## src/rtl/osc_loop_pkg.sv

```systemverilog
package osc_loop_pkg;

    typedef enum logic {
        WIN_SHORT = 1'b0,
        WIN_LONG  = 1'b1
    } win_mode_e;

    typedef struct packed {
        win_mode_e  mode;
        logic [1:0] streak;
    } loop_state_t;

    localparam logic [1:0] STREAK_LOCK = 2'd2;

    function automatic logic [1:0] next_streak(input logic [1:0] cur, input logic quiet_long);
        if (!quiet_long)
            return 2'd0;
        return (cur == STREAK_LOCK) ? STREAK_LOCK : cur + 2'd1;
    endfunction

endpackage

```

## src/rtl/osc_win_accum.sv

```systemverilog
module osc_win_accum #(
    parameter int ERR_W   = 10,
    parameter int RD_W    = 11,
    parameter int ACC_W   = 21,
    parameter int SHORT_S = 100,
    parameter int LONG_S  = 600
) (
    input  logic                    clk,
    input  logic                    rst,
    input  logic                    tick,
    input  logic                    rd_valid,
    input  logic [ERR_W-1:0]        rd_err,
    input  logic                    short_mode,
    output logic                    close_valid,
    output logic signed [ACC_W-1:0] close_sum,
    output logic [RD_W-1:0]         close_cnt
);
    localparam int TK_W = $clog2(LONG_S + 1);

    logic [TK_W-1:0]         tick_cnt;
    logic [TK_W-1:0]         win_last;
    logic signed [ACC_W-1:0] sum_q, sum_nx;
    logic [RD_W-1:0]         cnt_q, cnt_nx;
    logic                    closing;

    always_comb begin
        win_last = short_mode ? TK_W'(SHORT_S - 1) : TK_W'(LONG_S - 1);
        closing  = tick && (tick_cnt >= win_last);
        sum_nx   = sum_q;
        cnt_nx   = cnt_q;
        if (rd_valid) begin
            sum_nx = sum_q + {{(ACC_W-ERR_W){rd_err[ERR_W-1]}}, rd_err};
            cnt_nx = cnt_q + RD_W'(1);
        end
    end

    always_ff @(posedge clk) begin
        if (rst) begin
            tick_cnt    <= '0;
            sum_q       <= '0;
            cnt_q       <= '0;
            close_valid <= 1'b0;
            close_sum   <= '0;
            close_cnt   <= '0;
        end else if (closing) begin
            close_valid <= 1'b1;
            close_sum   <= sum_nx;
            close_cnt   <= cnt_nx;
            tick_cnt    <= '0;
            sum_q       <= '0;
            cnt_q       <= '0;
        end else begin
            close_valid <= 1'b0;
            sum_q       <= sum_nx;
            cnt_q       <= cnt_nx;
            if (tick)
                tick_cnt <= tick_cnt + TK_W'(1);
        end
    end

    assert_no_overflow_R9: assert property (@(posedge clk) disable iff (rst)
        rd_valid |-> (cnt_q != {RD_W{1'b1}}));

    assert_window_bound_R2: assert property (@(posedge clk) disable iff (rst)
        tick_cnt <= TK_W'(LONG_S - 1));

endmodule

```

## src/rtl/osc_avg_div.sv

```systemverilog
module osc_avg_div #(
    parameter int ACC_W = 21,
    parameter int RD_W  = 11
) (
    input  logic                    clk,
    input  logic                    rst,
    input  logic                    start,
    input  logic signed [ACC_W-1:0] dividend,
    input  logic [RD_W-1:0]         divisor,
    output logic                    done,
    output logic signed [ACC_W-1:0] quotient
);
    localparam int ST_W = $clog2(ACC_W);

    logic            busy;
    logic [ST_W-1:0] step;
    logic [RD_W:0]   rem, rem_sh, rem_nx;
    logic [ACC_W-1:0] quo, quo_nx;
    logic [RD_W-1:0] dvs;
    logic            neg;
    logic            ge;

    always_comb begin
        rem_sh = {rem[RD_W-1:0], quo[ACC_W-1]};
        ge     = rem_sh >= {1'b0, dvs};
        rem_nx = ge ? rem_sh - {1'b0, dvs} : rem_sh;
        quo_nx = {quo[ACC_W-2:0], ge};
    end

    always_ff @(posedge clk) begin
        if (rst) begin
            busy     <= 1'b0;
            done     <= 1'b0;
            step     <= '0;
            rem      <= '0;
            quo      <= '0;
            dvs      <= '0;
            neg      <= 1'b0;
            quotient <= '0;
        end else begin
            done <= 1'b0;
            if (start) begin
                busy <= 1'b1;
                step <= '0;
                rem  <= '0;
                quo  <= dividend[ACC_W-1] ? -dividend : dividend;
                dvs  <= divisor;
                neg  <= dividend[ACC_W-1];
            end else if (busy) begin
                rem  <= rem_nx;
                quo  <= quo_nx;
                step <= step + ST_W'(1);
                if (step == ST_W'(ACC_W - 1)) begin
                    busy     <= 1'b0;
                    done     <= 1'b1;
                    quotient <= neg ? -$signed(quo_nx) : $signed(quo_nx);
                end
            end
        end
    end

    assert_start_idle_R2: assert property (@(posedge clk) disable iff (rst)
        start |-> !busy);

    assert_nonzero_divisor_R7: assert property (@(posedge clk) disable iff (rst)
        start |-> (divisor != '0));

endmodule

```

## src/rtl/osc_steer_ctrl.sv

```systemverilog
module osc_steer_ctrl
    import osc_loop_pkg::*;
#(
    parameter int DAC_W   = 16,
    parameter int ACC_W   = 21,
    parameter int KP      = 200,
    parameter int FAST_TH = 10,
    parameter int SLOW_TH = 6
) (
    input  logic                    clk,
    input  logic                    rst,
    input  logic                    avg_valid,
    input  logic signed [ACC_W-1:0] avg,
    output logic [DAC_W-1:0]        dac_code,
    output logic                    dac_load,
    output logic                    short_mode,
    output logic                    locked
);
    localparam int PW = ACC_W + DAC_W + 34;
    localparam logic signed [PW-1:0] CODE_MAX = PW'((64'd1 << DAC_W) - 64'd1);
    localparam logic [DAC_W-1:0]     CODE_MID = DAC_W'(64'd1 << (DAC_W - 1));

    loop_state_t             st, st_nx;
    logic [ACC_W-1:0]        mag;
    logic signed [PW-1:0]    avg_w, code_w, target;
    logic [DAC_W-1:0]        code_nx;

    always_comb begin
        mag    = avg[ACC_W-1] ? ACC_W'(-avg) : ACC_W'(avg);
        avg_w  = {{(PW-ACC_W){avg[ACC_W-1]}}, avg};
        code_w = {{(PW-DAC_W){1'b0}}, dac_code};
        target = code_w + avg_w * PW'(KP);
        if (target < 0)
            code_nx = '0;
        else if (target > CODE_MAX)
            code_nx = CODE_MAX[DAC_W-1:0];
        else
            code_nx = target[DAC_W-1:0];

        st_nx = st;
        if (mag > ACC_W'(FAST_TH))
            st_nx.mode = WIN_SHORT;
        else if (mag < ACC_W'(SLOW_TH))
            st_nx.mode = WIN_LONG;
        st_nx.streak = next_streak(st.streak, (st.mode == WIN_LONG) && (mag == '0));
    end

    always_ff @(posedge clk) begin
        if (rst) begin
            st.mode   <= WIN_SHORT;
            st.streak <= '0;
            dac_code  <= CODE_MID;
            dac_load  <= 1'b0;
        end else begin
            dac_load <= avg_valid;
            if (avg_valid) begin
                st       <= st_nx;
                dac_code <= code_nx;
            end
        end
    end

    assign short_mode = (st.mode == WIN_SHORT);
    assign locked     = (st.streak == STREAK_LOCK);

    assert_load_pulse_R10: assert property (@(posedge clk) disable iff (rst)
        dac_load |=> !dac_load);

    assert_code_quiet_R10: assert property (@(posedge clk) disable iff (rst)
        !dac_load |-> ($stable(dac_code) && $stable(short_mode) && $stable(locked)));

    assert_lock_long_R6: assert property (@(posedge clk) disable iff (rst)
        locked |-> !short_mode);

    assert_big_error_fast_R5: assert property (@(posedge clk) disable iff (rst)
        (avg_valid && (mag > ACC_W'(FAST_TH))) |=> (short_mode && !locked));

endmodule

```

## src/rtl/osc_steer_loop.sv

```systemverilog
module osc_steer_loop #(
    parameter int ERR_W   = 10,
    parameter int DAC_W   = 16,
    parameter int SHORT_S = 100,
    parameter int LONG_S  = 600,
    parameter int KP      = 200,
    parameter int FAST_TH = 10,
    parameter int SLOW_TH = 6
) (
    input  logic             clk,
    input  logic             rst,
    input  logic             tick_1hz,
    input  logic             err_valid,
    input  logic [ERR_W-1:0] err_value,
    output logic [DAC_W-1:0] dac_code,
    output logic             dac_load,
    output logic             short_window,
    output logic             locked
);
    localparam int RD_W  = $clog2(2 * LONG_S + 1) + 1;
    localparam int ACC_W = ERR_W + RD_W;

    logic                    close_valid;
    logic signed [ACC_W-1:0] close_sum;
    logic [RD_W-1:0]         close_cnt;
    logic                    div_start;
    logic                    div_done;
    logic signed [ACC_W-1:0] div_q;

    osc_win_accum #(
        .ERR_W(ERR_W), .RD_W(RD_W), .ACC_W(ACC_W),
        .SHORT_S(SHORT_S), .LONG_S(LONG_S)
    ) u_accum (
        .clk(clk), .rst(rst), .tick(tick_1hz),
        .rd_valid(err_valid), .rd_err(err_value),
        .short_mode(short_window),
        .close_valid(close_valid), .close_sum(close_sum), .close_cnt(close_cnt)
    );

    assign div_start = close_valid && (close_cnt != '0);

    osc_avg_div #(.ACC_W(ACC_W), .RD_W(RD_W)) u_div (
        .clk(clk), .rst(rst), .start(div_start),
        .dividend(close_sum), .divisor(close_cnt),
        .done(div_done), .quotient(div_q)
    );

    osc_steer_ctrl #(
        .DAC_W(DAC_W), .ACC_W(ACC_W), .KP(KP),
        .FAST_TH(FAST_TH), .SLOW_TH(SLOW_TH)
    ) u_ctrl (
        .clk(clk), .rst(rst), .avg_valid(div_done), .avg(div_q),
        .dac_code(dac_code), .dac_load(dac_load),
        .short_mode(short_window), .locked(locked)
    );

endmodule

```

## config.mk

```make
export PLATFORM = sky130hd
export DESIGN_NAME = osc_steer_loop
export DESIGN_NICKNAME = d
export VERILOG_FILES = /design/src/rtl/osc_loop_pkg.sv /design/src/rtl/osc_win_accum.sv /design/src/rtl/osc_avg_div.sv /design/src/rtl/osc_steer_ctrl.sv /design/src/rtl/osc_steer_loop.sv
export SDC_FILE = /design/constraint.sdc
export NUM_CORES = 1
export LEC_CHECK = 0
export BUFFER_PORTS_ARGS = -buffer_cell sky130_fd_sc_hd__buf_2
export CAP_MARGIN = 20
export CELL_PAD_IN_SITES_DETAIL_PLACEMENT = 1
export CELL_PAD_IN_SITES_GLOBAL_PLACEMENT = 1
export CORE_MARGIN = 2
export CORE_UTILIZATION = 45
export CTS_CLUSTER_DIAMETER = 50
export DETAILED_ROUTE_END_ITERATION = 8
export MAX_ROUTING_LAYER = met4
export PLACE_DENSITY_LB_ADDON = 0.1
export SLEW_MARGIN = 5
export SYNTH_ARGS = -nofsm -noshare
export SYNTH_HDL_FRONTEND = slang
export SYNTH_SLANG_ARGS = --single-unit
export TNS_END_PERCENT = 100
```

## constraint.sdc

```tcl
create_clock -name clk -period 19.6 [get_ports clk]
set_input_delay 0 -clock clk [delete_from_list [all_inputs] [get_ports clk]]
set_output_delay 0 -clock clk [all_outputs]
set_load 0.01 [all_outputs]
```

==> results of run 1 <==
[cell usage after synthesis (13+ instances only)]
cell	count	area share (%)
a31oi_1	17	0.81
xor2_1	34	2.3
nor4_1	15	0.71
nand2b_1	16	0.76
and3_1	18	0.86
nor2_1	208	5.9
ha_1	152	14
o31ai_1	15	0.86
nand2_1	114	3.3
xnor2_1	84	5.6
dfxtp_1	173	26
mux2i_1	55	4.2
a211oi_1	83	4.7
nand4_1	27	1.3
nand3_1	28	1.1
a21o_1	19	1.1
a21oi_1	96	3.7
o21ai_0	51	1.9
inv_1	71	2.0
nor3_1	19	0.72
clkbuf_1	61	1.7
fa_1	23	3.5
a311oi_1	19	1.3
and2_1	13	0.62
[final cells by class]
| class | count | area share, % |
|---|---|---|
| clock buffer | 19 | 3.109 |
| clock inverter | 13 | 1.080 |
| inverter | 73 | 1.923 |
| multi-input combinational | 1263 | 64.18 |
| sequential | 173 | 24.32 |
| tap | 384 | 3.373 |
| timing repair buffer | 47 | 2.020 |
[worst min-delay path by stage]
stage	to	cells past startpoint
2_1_floorplan	u_accum.close_valid$_SDFF_PP0_	1
6_report	u_accum.sum_q[5]$_SDFF_PP0_	5
3_5_place_dp	u_accum.tick_cnt[1]$_SDFFE_PP0P_	3
3_3_place_gp	u_accum.tick_cnt[0]$_SDFFE_PP0P_	3
5_1_grt	u_accum.sum_q[2]$_SDFF_PP0_	5
4_1_cts	u_accum.sum_q[5]$_SDFF_PP0_	5
[power groups by stage]
stage / Combinational, uW / Clock [uW] / Sequential (uW)
2_1_floorplan: 75.0 / 0 / 372
3_3_place_gp: 92.1 / 0 / 374
3_5_place_dp: 94.8 / 0 / 374
4_1_cts: 96.3 / 361 / 366
5_1_grt: 109 / 376 / 367
6_report: 95.8 / 351 / 366
[timing repair]
action	4_1_cts	5_1_grt
buffers inserted	0	0
hold endpoints to repair	11	0
hold buffers	3	0
[flip-flops by register name (all words and copies together), names as in the netlist]
register             cells
u_accum.close_cnt       12
u_accum.close_sum       22
u_accum.close_valid      1
u_accum.cnt_q           12
u_accum.sum_q           22
u_accum.tick_cnt        10
u_ctrl.dac_code         14
u_ctrl.dac_load          1
u_ctrl.st                3
u_div.busy               1
u_div.done               1
u_div.dvs               12
u_div.neg                1
u_div.quo               22
u_div.quotient          22
u_div.rem               12
u_div.step               5
[stage by stage]
| stage | setup slack [ps] | hold WS [ps] |
|---|---|---|
| final | 12530 | 174.3 |
| after global routing | 11930 | 189.5 |
| after CTS | 12550 | 160.8 |
| after global placement | 12910 | 347.2 |
| after floorplan | 13450 | 82.79 |
| after detailed placement | 12580 | 351.2 |
[worst reg2reg max path, cell delays in order, from the launching register on]
cell	delay, ps
dfxtp_1	530
inv_1	140
ha_1	330
fa_1	460
ha_1	310
ha_1	240
fa_1	430
a211oi_1	430
or4_4	250
a31o_4	180
a21o_1	170
o21ai_0	90
o31ai_1	470
nand4_1	350
nor3_1	580
nand4_1	190
ha_1	260
nor4b_1	290
nand4_1	140
a211oi_1	270
o211ai_2	220
nor3_4	380
a311oi_1	170
[layout by cell type, fill, tap and decap left out, drive strengths merged, types with 18 or more instances in the layout]
| cell type | n |
|---|---|
| nand4 | 27 |
| a211oi | 83 |
| a311oi | 19 |
| nor3 | 20 |
| nor2 | 208 |
| fa | 23 |
| nand2 | 116 |
| o21ai | 53 |
| dfxtp | 173 |
| a21oi | 96 |
| nand3 | 29 |
| clkbuf | 19 |
| buf | 43 |
| a21o | 19 |
| mux2i | 55 |
| xor2 | 34 |
| ha | 152 |
| and3 | 18 |
| inv | 77 |
| xnor2 | 85 |
[kinds of logic (layout without fill, tap and decap cells)]
group / Yosys count / after routing / synth area share [%]
compound gates: 392 / 392 / 20.39
xor+xnor: 119 / 119 / 7.982
fa+ha+maj: 175 / 175 / 17.96
buf+inv: 148 / 152 / 4.281
flops: 173 / 173 / 26.33
mux: 55 / 55 / 4.186
simple gates: 522 / 522 / 18.87
[metal layers]
layer | up-vias | share of wire [%]
li1 | 5719 | -
met5 | - | 0
met3 | 36 | 1.4
met2 | 82 | 49
met1 | 5294 | 48
met4 | 0 | 1.8
==> out/metrics.yaml, run 1 <==
outcome: "completed"
n_antenna_cell: 0
irDropWorstVdd_mv: 0.06734
worst_path_most_repeated_cell: "ha_1"
vias: 11131
syn_area_per_cell_sq_um: 8.303
slew_violations: 0
layout.cells.non_filler: 1972
grt_pass1_wl_um: 55980
ys_seq_elements: 173
fin_total_pwr_uw: 813.3
crit_path_end_kind: "register"
fmax_ghz: 0.1415
register_area_sq_mm: 0.003465
cap_violations: 0
vias_per_cell: 5.645
r2r_setup_slack_ps: 12530
r2r_end: "u_ctrl.dac_code[5]$_SDFFE_PP0P_"
layout-drive-gt1-share_pct: 6.549
worst-path-buf-inv: 1
ant_nets: 0
die_h_um: 175.0
p_clk_share_pct: 43.2
p_comb_share_pct: 11.8
power_switching_uw: 218.5
setup_violations: 0
use_met1_pct: 27.82
synth_area_sq_mm: 0.01315
drcViolationCount: 0
p_leak_uw: 0.006074
final_cell_area_sq_mm: 0.01425
grt_pass1_vias: 11462
wl_per_cell_um: 16.45
top_usage_layer: "met2"
hold_viol: 0
drt_iter0_drc: 365
h-tree-depth: 4
path_depth: 22
io_buffer_count: 32
hp-start: "err_value[5]"
cts_root_buf: "clkbuf_16"
rsz0062_at_grt: "no"
p_int_uw: 594.8
synthFlopType: "dfxtp_1"
critPathSlowestCell: "nor3_1"
yosysUniqueCellTypes: 82
num_rows: 62
post_cts_resized: 0
start_util_pct: 45.82
nets: 1764
synth_edf_count: 0
crit_chain: "inv_1 > ha_1 > fa_1 > ha_1 > ha_1 > fa_1 > a211oi_1 > or4_4 > a31o_4 > a21o_1 > o21ai_0 > o31ai_1 > nand4_1 > nor3_1 > nand4_1 > ha_1 > nor4b_1 > nand4_1 > a211oi_1 > o211ai_2 > nor3_4 > a311oi_1"
final_core_util_pct: 49.63
startpoint: "u_div.quotient[2]$_SDFFE_PP0P_"
ioPinCount: 33
dr.pass1.iters: 4
worstPathArrival_ps: 7340
gp_congestion: 0.8566
seqPwrFrac_pct: 45.0
p_sw_share_pct: 26.87
clock_latency_ps: 450
die_w_um: 175.0
power_density_mw_per_mm2: 57.09
cts.path.max_buffers: 2
synthToLayoutAreaGrowth_pct: 8.325
tightest_slew_ps: 1085
reg2reg_depth: 22
hpwlAfterDp_um: 24660
syn_inst: 1584
required_ps: 19870
yosys_warnings: 0
placedCellCount: 1936
drt_wl_total_um: 32430
grtUsageTotal_pct: 22.59
slowest_delay_ps: 580
placed_cell_area_sq_mm: 0.01361
slew_headroom_pct: 26.63
antenna_found_initial: 0
finClkSkew_ps: 10.80
cp-start-kind: "register"
cp_top_family: "simple AND/OR/NAND/NOR gates"
min_period_over_period_pct: 36.05
ys_seq_area_share_pct: 26.33
core_sq_mm: 0.02870
cts_inserted_buffers: 17
multi_input_area_sq_mm: 0.009143
async_reset_ff_share_pct: 0
grtUsageMet3_pct: 3.046
syn_nets: 1773
use_met2_pct: 38.55
r2r-start: "u_div.quotient[2]$_SDFFE_PP0P_"
gr-total-overflow: 0
critPathKind: "reg2reg"
worst_hold_path_type: "in2reg"
clk_pin_slew_ps: 70
dieArea_sq_mm: 0.03061
fin_tns_setup_ps: 0
path_max_fanout: 10
cts_tree: "built"
grt_max_degree: 72
critical_path.endpoint: "u_ctrl.dac_code[5]$_SDFFE_PP0P_"
period_needed_ps: 7066
clock_sinks: 173
nFillCells: 3482
Note: power is estimated with default switching activity, not from simulation.
==> inputs of run 2 (changes only) <==
==> constraint.sdc (replaced) <==
create_clock -name clk -period 7.2 [get_ports clk]
set_input_delay 0 -clock clk [delete_from_list [all_inputs] [get_ports clk]]
set_output_delay 0 -clock clk [all_outputs]
set_load 0.01 [all_outputs]
==> run 2 against run 1 <==
Worst setup slack worse by 12000 ps. Die area stayed put. Total power grew to 2.7 times the previous value. Combinational power grew to 2.7 times the previous value. Design area is 0.32% higher. Sequential power grew to 2.7 times the previous value. Cell count is 0.15% higher. Clock-buffer cell count is 1 lower. Critical endpoint unchanged. Largest cell class unchanged.
==> out/metrics.yaml, run 2 (synthesis gave the netlist of run 1 again) <==
cts.path.max_buffers: 2  # unchanged
path_max_fanout: 10  # unchanged
core_sq_mm: 0.02870  # unchanged
grt_max_degree: 62  # -14%
start_util_pct: 45.82  # unchanged
min_period_over_period_pct: 93.45  # +57 points
outcome: "completed"
layout_commonest_cell: "nor2_1"
worstPathArrival_ps: 6990  # -350 ps
grt_pass1_wl_um: 56170  # +0.33%
synthToLayoutAreaGrowth_pct: 8.677
placed_cell_area_sq_mm: 0.01363  # +0.17%
cts_inserted_buffers: 17  # unchanged
rsz0062_at_grt: "no"
slew_violations: 0  # unchanged
ioPinCount: 33  # unchanged
cts_root_buf: "clkbuf_16"
drt_iter0_drc: 386  # +5.8%
power_density_mw_per_mm2: 154.8  # +170%
h-tree-depth: 4  # unchanged
worst-path-buf-inv: 2  # +1
worst_path_most_repeated_cell: "ha_1"
clock_sinks: 173  # unchanged
nFillCells: 3506  # +0.69%
cp_top_family: "adder cells"
setup_violations: 0  # unchanged
cp-start-kind: "register"
hold_viol: 0  # unchanged
die_w_um: 175.0  # unchanged
tightest_slew_ps: 960.0  # -125.3 ps
irDropWorstVdd_mv: 0.1230  # +83%
nets: 1767  # +0.17%
vias_per_cell: 5.716  # +1.3%
register_area_sq_mm: 0.003466  # about the same
clock_latency_ps: 440  # about the same
vias: 11290  # +1.4%
layout.cells.non_filler: 1975  # +0.15%
fmax_ghz: 0.1486  # +5.0%
grtUsageTotal_pct: 22.55  # -0.038 points
final_cell_mix: "nor2_1, dfxtp_1, ha_1"
crit_path_end_kind: "register"
cts_tree: "built"
fin_tns_setup_ps: 0  # unchanged
gp_congestion: 0.8792  # +2.6%
multi_input_area_sq_mm: 0.009154  # +0.12%
cap_violations: 0  # unchanged
gr-total-overflow: 0  # unchanged
drt_wl_total_um: 32870  # +1.3%
io_buffer_count: 32  # unchanged
required_ps: 7470  # -12400 ps
slowest_delay_ps: 460  # -120 ps
antenna_found_initial: 0  # unchanged
num_rows: 62  # unchanged
wl_per_cell_um: 16.64  # +1.2%
p_leak_uw: 0.006094  # +0.33%
dr.pass1.iters: 4  # unchanged
layout-drive-gt1-share_pct: 6.977  # +0.43 points
ant_nets: 0  # unchanged
n_antenna_cell: 0  # unchanged
critPathSlowestCell: "dfxtp_1"
dieArea_sq_mm: 0.03061  # unchanged
slew_headroom_pct: 35.10  # +8.5 points
clk_pin_slew_ps: 80  # about the same
worst_hold_path_type: "in2reg"
placedCellCount: 1939  # +0.15%
final_cell_area_sq_mm: 0.01429  # +0.32%
finClkSkew_ps: 12.84  # +2.036 ps
die_h_um: 175.0  # unchanged
hpwlAfterDp_um: 24950  # +1.2%
critPathKind: "reg2reg"
period_needed_ps: 6728  # -337.9 ps
grt_pass1_vias: 11572  # +0.96%
drcViolationCount: 0  # unchanged
[run 2: final cells by class]
type | count | share of cell area [%]
timing repair buffer | 50 | 2.224
clock inverter | 14 | 1.199
tap | 384 | 3.362
inverter | 73 | 1.917
sequential | 173 | 24.25
multi-input combinational | 1263 | 64.05
clock buffer | 18 | 3.003
[run 2: where the power goes]
part           switching, uW  internal, uW  total, uW  leakage, uW
registers               15.3           981        996      0.00140
logic                    147           110        257      0.00441
clock network            435           525        960     0.000284
total                    597          1620       2210      0.00609
[run 2: routing by layer]
| metal | track usage, % | part of all wire (%) | vias up |
|---|---|---|---|
| li1 | - | - | 5724 |
| met1 | 27.17 | 47 | 5433 |
| met2 | 39.43 | 49 | 94 |
| met3 | 2.829 | 1.4 | 39 |
| met4 | 6.597 | 2.0 | 0 |
| met5 | - | 0 | - |
[run 2: path summary, 6_finish.rpt]
kind                            depth (start not counted)  slack (ps)                           start                         endpoint
worst min register to register                          2         460       u_div.dvs[8]$_SDFFE_PP0P_        u_div.dvs[8]$_SDFFE_PP0P_
worst max register to register                         26         470  u_div.quotient[1]$_SDFFE_PP0P_  u_ctrl.dac_code[5]$_SDFFE_PP0P_
worst max-delay path                                   26         470  u_div.quotient[1]$_SDFFE_PP0P_  u_ctrl.dac_code[5]$_SDFFE_PP0P_
worst min-delay path                                    5         180                    err_value[5]      u_accum.sum_q[5]$_SDFF_PP0_
[run 2: per-stage QoR]
stage / total power [uW] / utilization, % / hold WS [ps] / setup slack, ps
finish: 2213 / 49.80 / 183.4 / 471.9
CTS: 2243 / 49.68 / 169.1 / 226.6
detailed placement: 1277 / 47.48 / 343.5 / 295.4
global route: 2314 / 49.80 / 205.4 / 25.87
floorplan: 1218 / - / 82.79 / 1054
global placement: 1268 / 47.48 / 327.9 / 528.6
[run 2: what timing repair did]
action,in CTS,in global routing
resized for setup,0,3
endpoints found under the setup margin,0,14
hold buffers,3,0
hold endpoints to repair,12,0
setup buffers,0,1
[run 2: worst min-delay path: stages]
cell,delay (ps)
buf_2,80
ha_1,170
xnor2_1,120
mux2i_1,110
nor2_1,90
==> inputs of run 3 (changes only) <==
--- a/config.mk
+++ b/config.mk
@@ -11,6 +11,7 @@
 export CELL_PAD_IN_SITES_GLOBAL_PLACEMENT = 1
 export CORE_MARGIN = 2
 export CORE_UTILIZATION = 45
+export CTS_BUF_LIST = sky130_fd_sc_hd__clkbuf_8
 export CTS_CLUSTER_DIAMETER = 50
 export DETAILED_ROUTE_END_ITERATION = 8
 export MAX_ROUTING_LAYER = met4
==> run 3 against run 2 <==
Hold slack lost 42 ps. Clock-buffer cell count fell by 1. Combinational power about the same. Largest cell class unchanged.
==> out/metrics.yaml, run 3 (synthesis gave the netlist of run 1 again) <==
outcome: "completed"
clk_pin_slew_ps: 110  # +30 ps
clock_latency_ps: 480  # +40 ps
cap_violations: 0  # unchanged
finClkSkew_ps: 16.46  # +3.621 ps
fmax_ghz: 0.1473  # -0.91%
critPathSlowestCell: "dfxtp_1"
required_ps: 7510  # +40 ps
final_cell_area_sq_mm: 0.01410  # -1.3%
worst_hold_path_type: "in2reg"
vias_per_cell: 5.665  # -0.90%
gp_congestion: 0.8792  # unchanged
h-tree-depth: 4  # unchanged
final_core_util_pct: 49.12  # -0.67 points
slew_violations: 0  # unchanged
layout_commonest_cell: "nor2_1"
layout-drive-gt1-share_pct: 6.914  # -0.063 points
cts_tree: "built"
io_buffer_count: 32  # unchanged
worst_path_most_repeated_cell: "ha_1"
slew_headroom_pct: 35.49  # +0.39 points
period_needed_ps: 6790  # +62.01 ps
drt_iter0_drc: 370  # -4.1%
clock_sinks: 173  # unchanged
die_w_um: 175.0  # unchanged
hold_viol: 0  # unchanged
cts_root_buf: "clkbuf_8"
start_util_pct: 45.82  # unchanged
cts_inserted_buffers: 17  # unchanged
grt_pass1_wl_um: 55430  # -1.3%
nets: 1767  # unchanged
place_ws_ps: 295.4  # unchanged
irDropWorstVdd_mv: 0.1128  # -8.3%
ant_nets: 0  # unchanged
grtUsageTotal_pct: 22.17  # -0.38 points
hpwlAfterDp_um: 24950  # unchanged
path_max_fanout: 10  # unchanged
gr-total-overflow: 0  # unchanged
critPathKind: "reg2reg"
synthToLayoutAreaGrowth_pct: 7.212
power_density_mw_per_mm2: 140.2  # -9.5%
final_cell_mix: "nor2_1, dfxtp_1, ha_1"
die_h_um: 175.0  # unchanged
drt_wl_total_um: 32200  # -2.0%
num_rows: 62  # unchanged
dr.pass1.iters: 5  # +1
cp-start-kind: "register"
n_antenna_cell: 0  # unchanged
crit_path_end_kind: "register"
slowest_delay_ps: 540  # +80 ps
vias: 11188  # -0.90%
dieArea_sq_mm: 0.03061  # unchanged
tightest_slew_ps: 960.8  # +0.7943 ps
grt_max_degree: 62  # unchanged
placed_cell_area_sq_mm: 0.01363  # unchanged
hold_slack_ps: 141.9  # -41.53 ps
fin_tns_setup_ps: 0  # unchanged
p_leak_uw: 0.006010  # -1.4%
cts.path.max_buffers: 2  # unchanged
setup_violations: 0  # unchanged
ioPinCount: 33  # unchanged
core_sq_mm: 0.02870  # unchanged
grt_pass1_vias: 11472  # -0.86%
wl_per_cell_um: 16.30  # -2.0%
fin_ws_ps: 409.8  # -62.01 ps
worstPathArrival_ps: 7100  # +110 ps
min_period_over_period_pct: 94.31  # +0.86 points
antenna_found_initial: 0  # unchanged
drcViolationCount: 0  # unchanged
-- run 3: cell count changes in the layout (fill, tap and decap cells not counted), sizes merged --
cell	previous run	this run
inv	80	81
clkbuf	18	17
-- run 3: per-stage QoR --
stage | instances | power, uW
floorplan | 1584 | 1218
global placement | 1939 | 1268
detailed placement | 1939 | 1277
CTS | 1974 | 2006
global route | 1975 | 2077
finish | 1975 | 1977
-- run 3: critical path: cells and delay by family (launching register included) --
| family | cells | cell delay (ps) |
|---|---|---|
| adder cells (fa/ha/maj) | 7 | 2410 |
| AO/OA/AOI/OAI | 8 | 1470 |
| flip-flops | 1 | 540 |
| XOR/XNOR | 1 | 90 |
| buffers and inverters | 2 | 300 |
| AND/OR/NAND/NOR | 8 | 1810 |
-- run 3: report_power, final --
| part | total, uW | internal (uW) | switching, uW |
|---|---|---|---|
| Combinational | 258 | 110 | 147 |
| Clock | 723 | 320 | 403 |
| Sequential | 996 | 981 | 15.4 |
-- run 3: final timing paths --
path                                                startpoint                              end  slack [ps]  cells past startpoint
worst max-delay path            u_div.quotient[2]$_SDFFE_PP0P_  u_ctrl.dac_code[5]$_SDFFE_PP0P_         410                     26
worst min-delay path                              err_value[5]      u_accum.sum_q[5]$_SDFF_PP0_         140                      5
worst max register to register  u_div.quotient[2]$_SDFFE_PP0P_  u_ctrl.dac_code[5]$_SDFFE_PP0P_         410                     26
worst min register to register       u_div.dvs[8]$_SDFFE_PP0P_        u_div.dvs[8]$_SDFFE_PP0P_         460                      2
-- run 3: routing by layer --
layer	track usage [%]	part of all wire, %	vias to the layer above
met3	2.589	1.6	39
met5	-	0	-
li1	-	-	5723
met2	38.47	49	92
met4	6.458	2.1	0
met1	27.09	48	5334
-- run 3: area by class of cell --
| class | count | area (sq um) |
|---|---|---|
| Clock inverter | 15 | 175.2 |
| Multi-Input combinational cell | 1263 | 9154 |
| Sequential cell | 173 | 3465 |
| Clock buffer | 17 | 234.0 |
| Tap cell | 384 | 480.5 |
| Fill cell | 3522 | 14600 |
| Inverter | 73 | 274.0 |
| Timing Repair Buffer | 50 | 317.8 |
-- run 3: what timing repair did --
item                       4_1_cts  5_1_grt
hold endpoints to repair        25        0
resized for setup                0        2
setup endpoints to repair        0       14
hold buffers                     3        0
setup buffers                    0        1
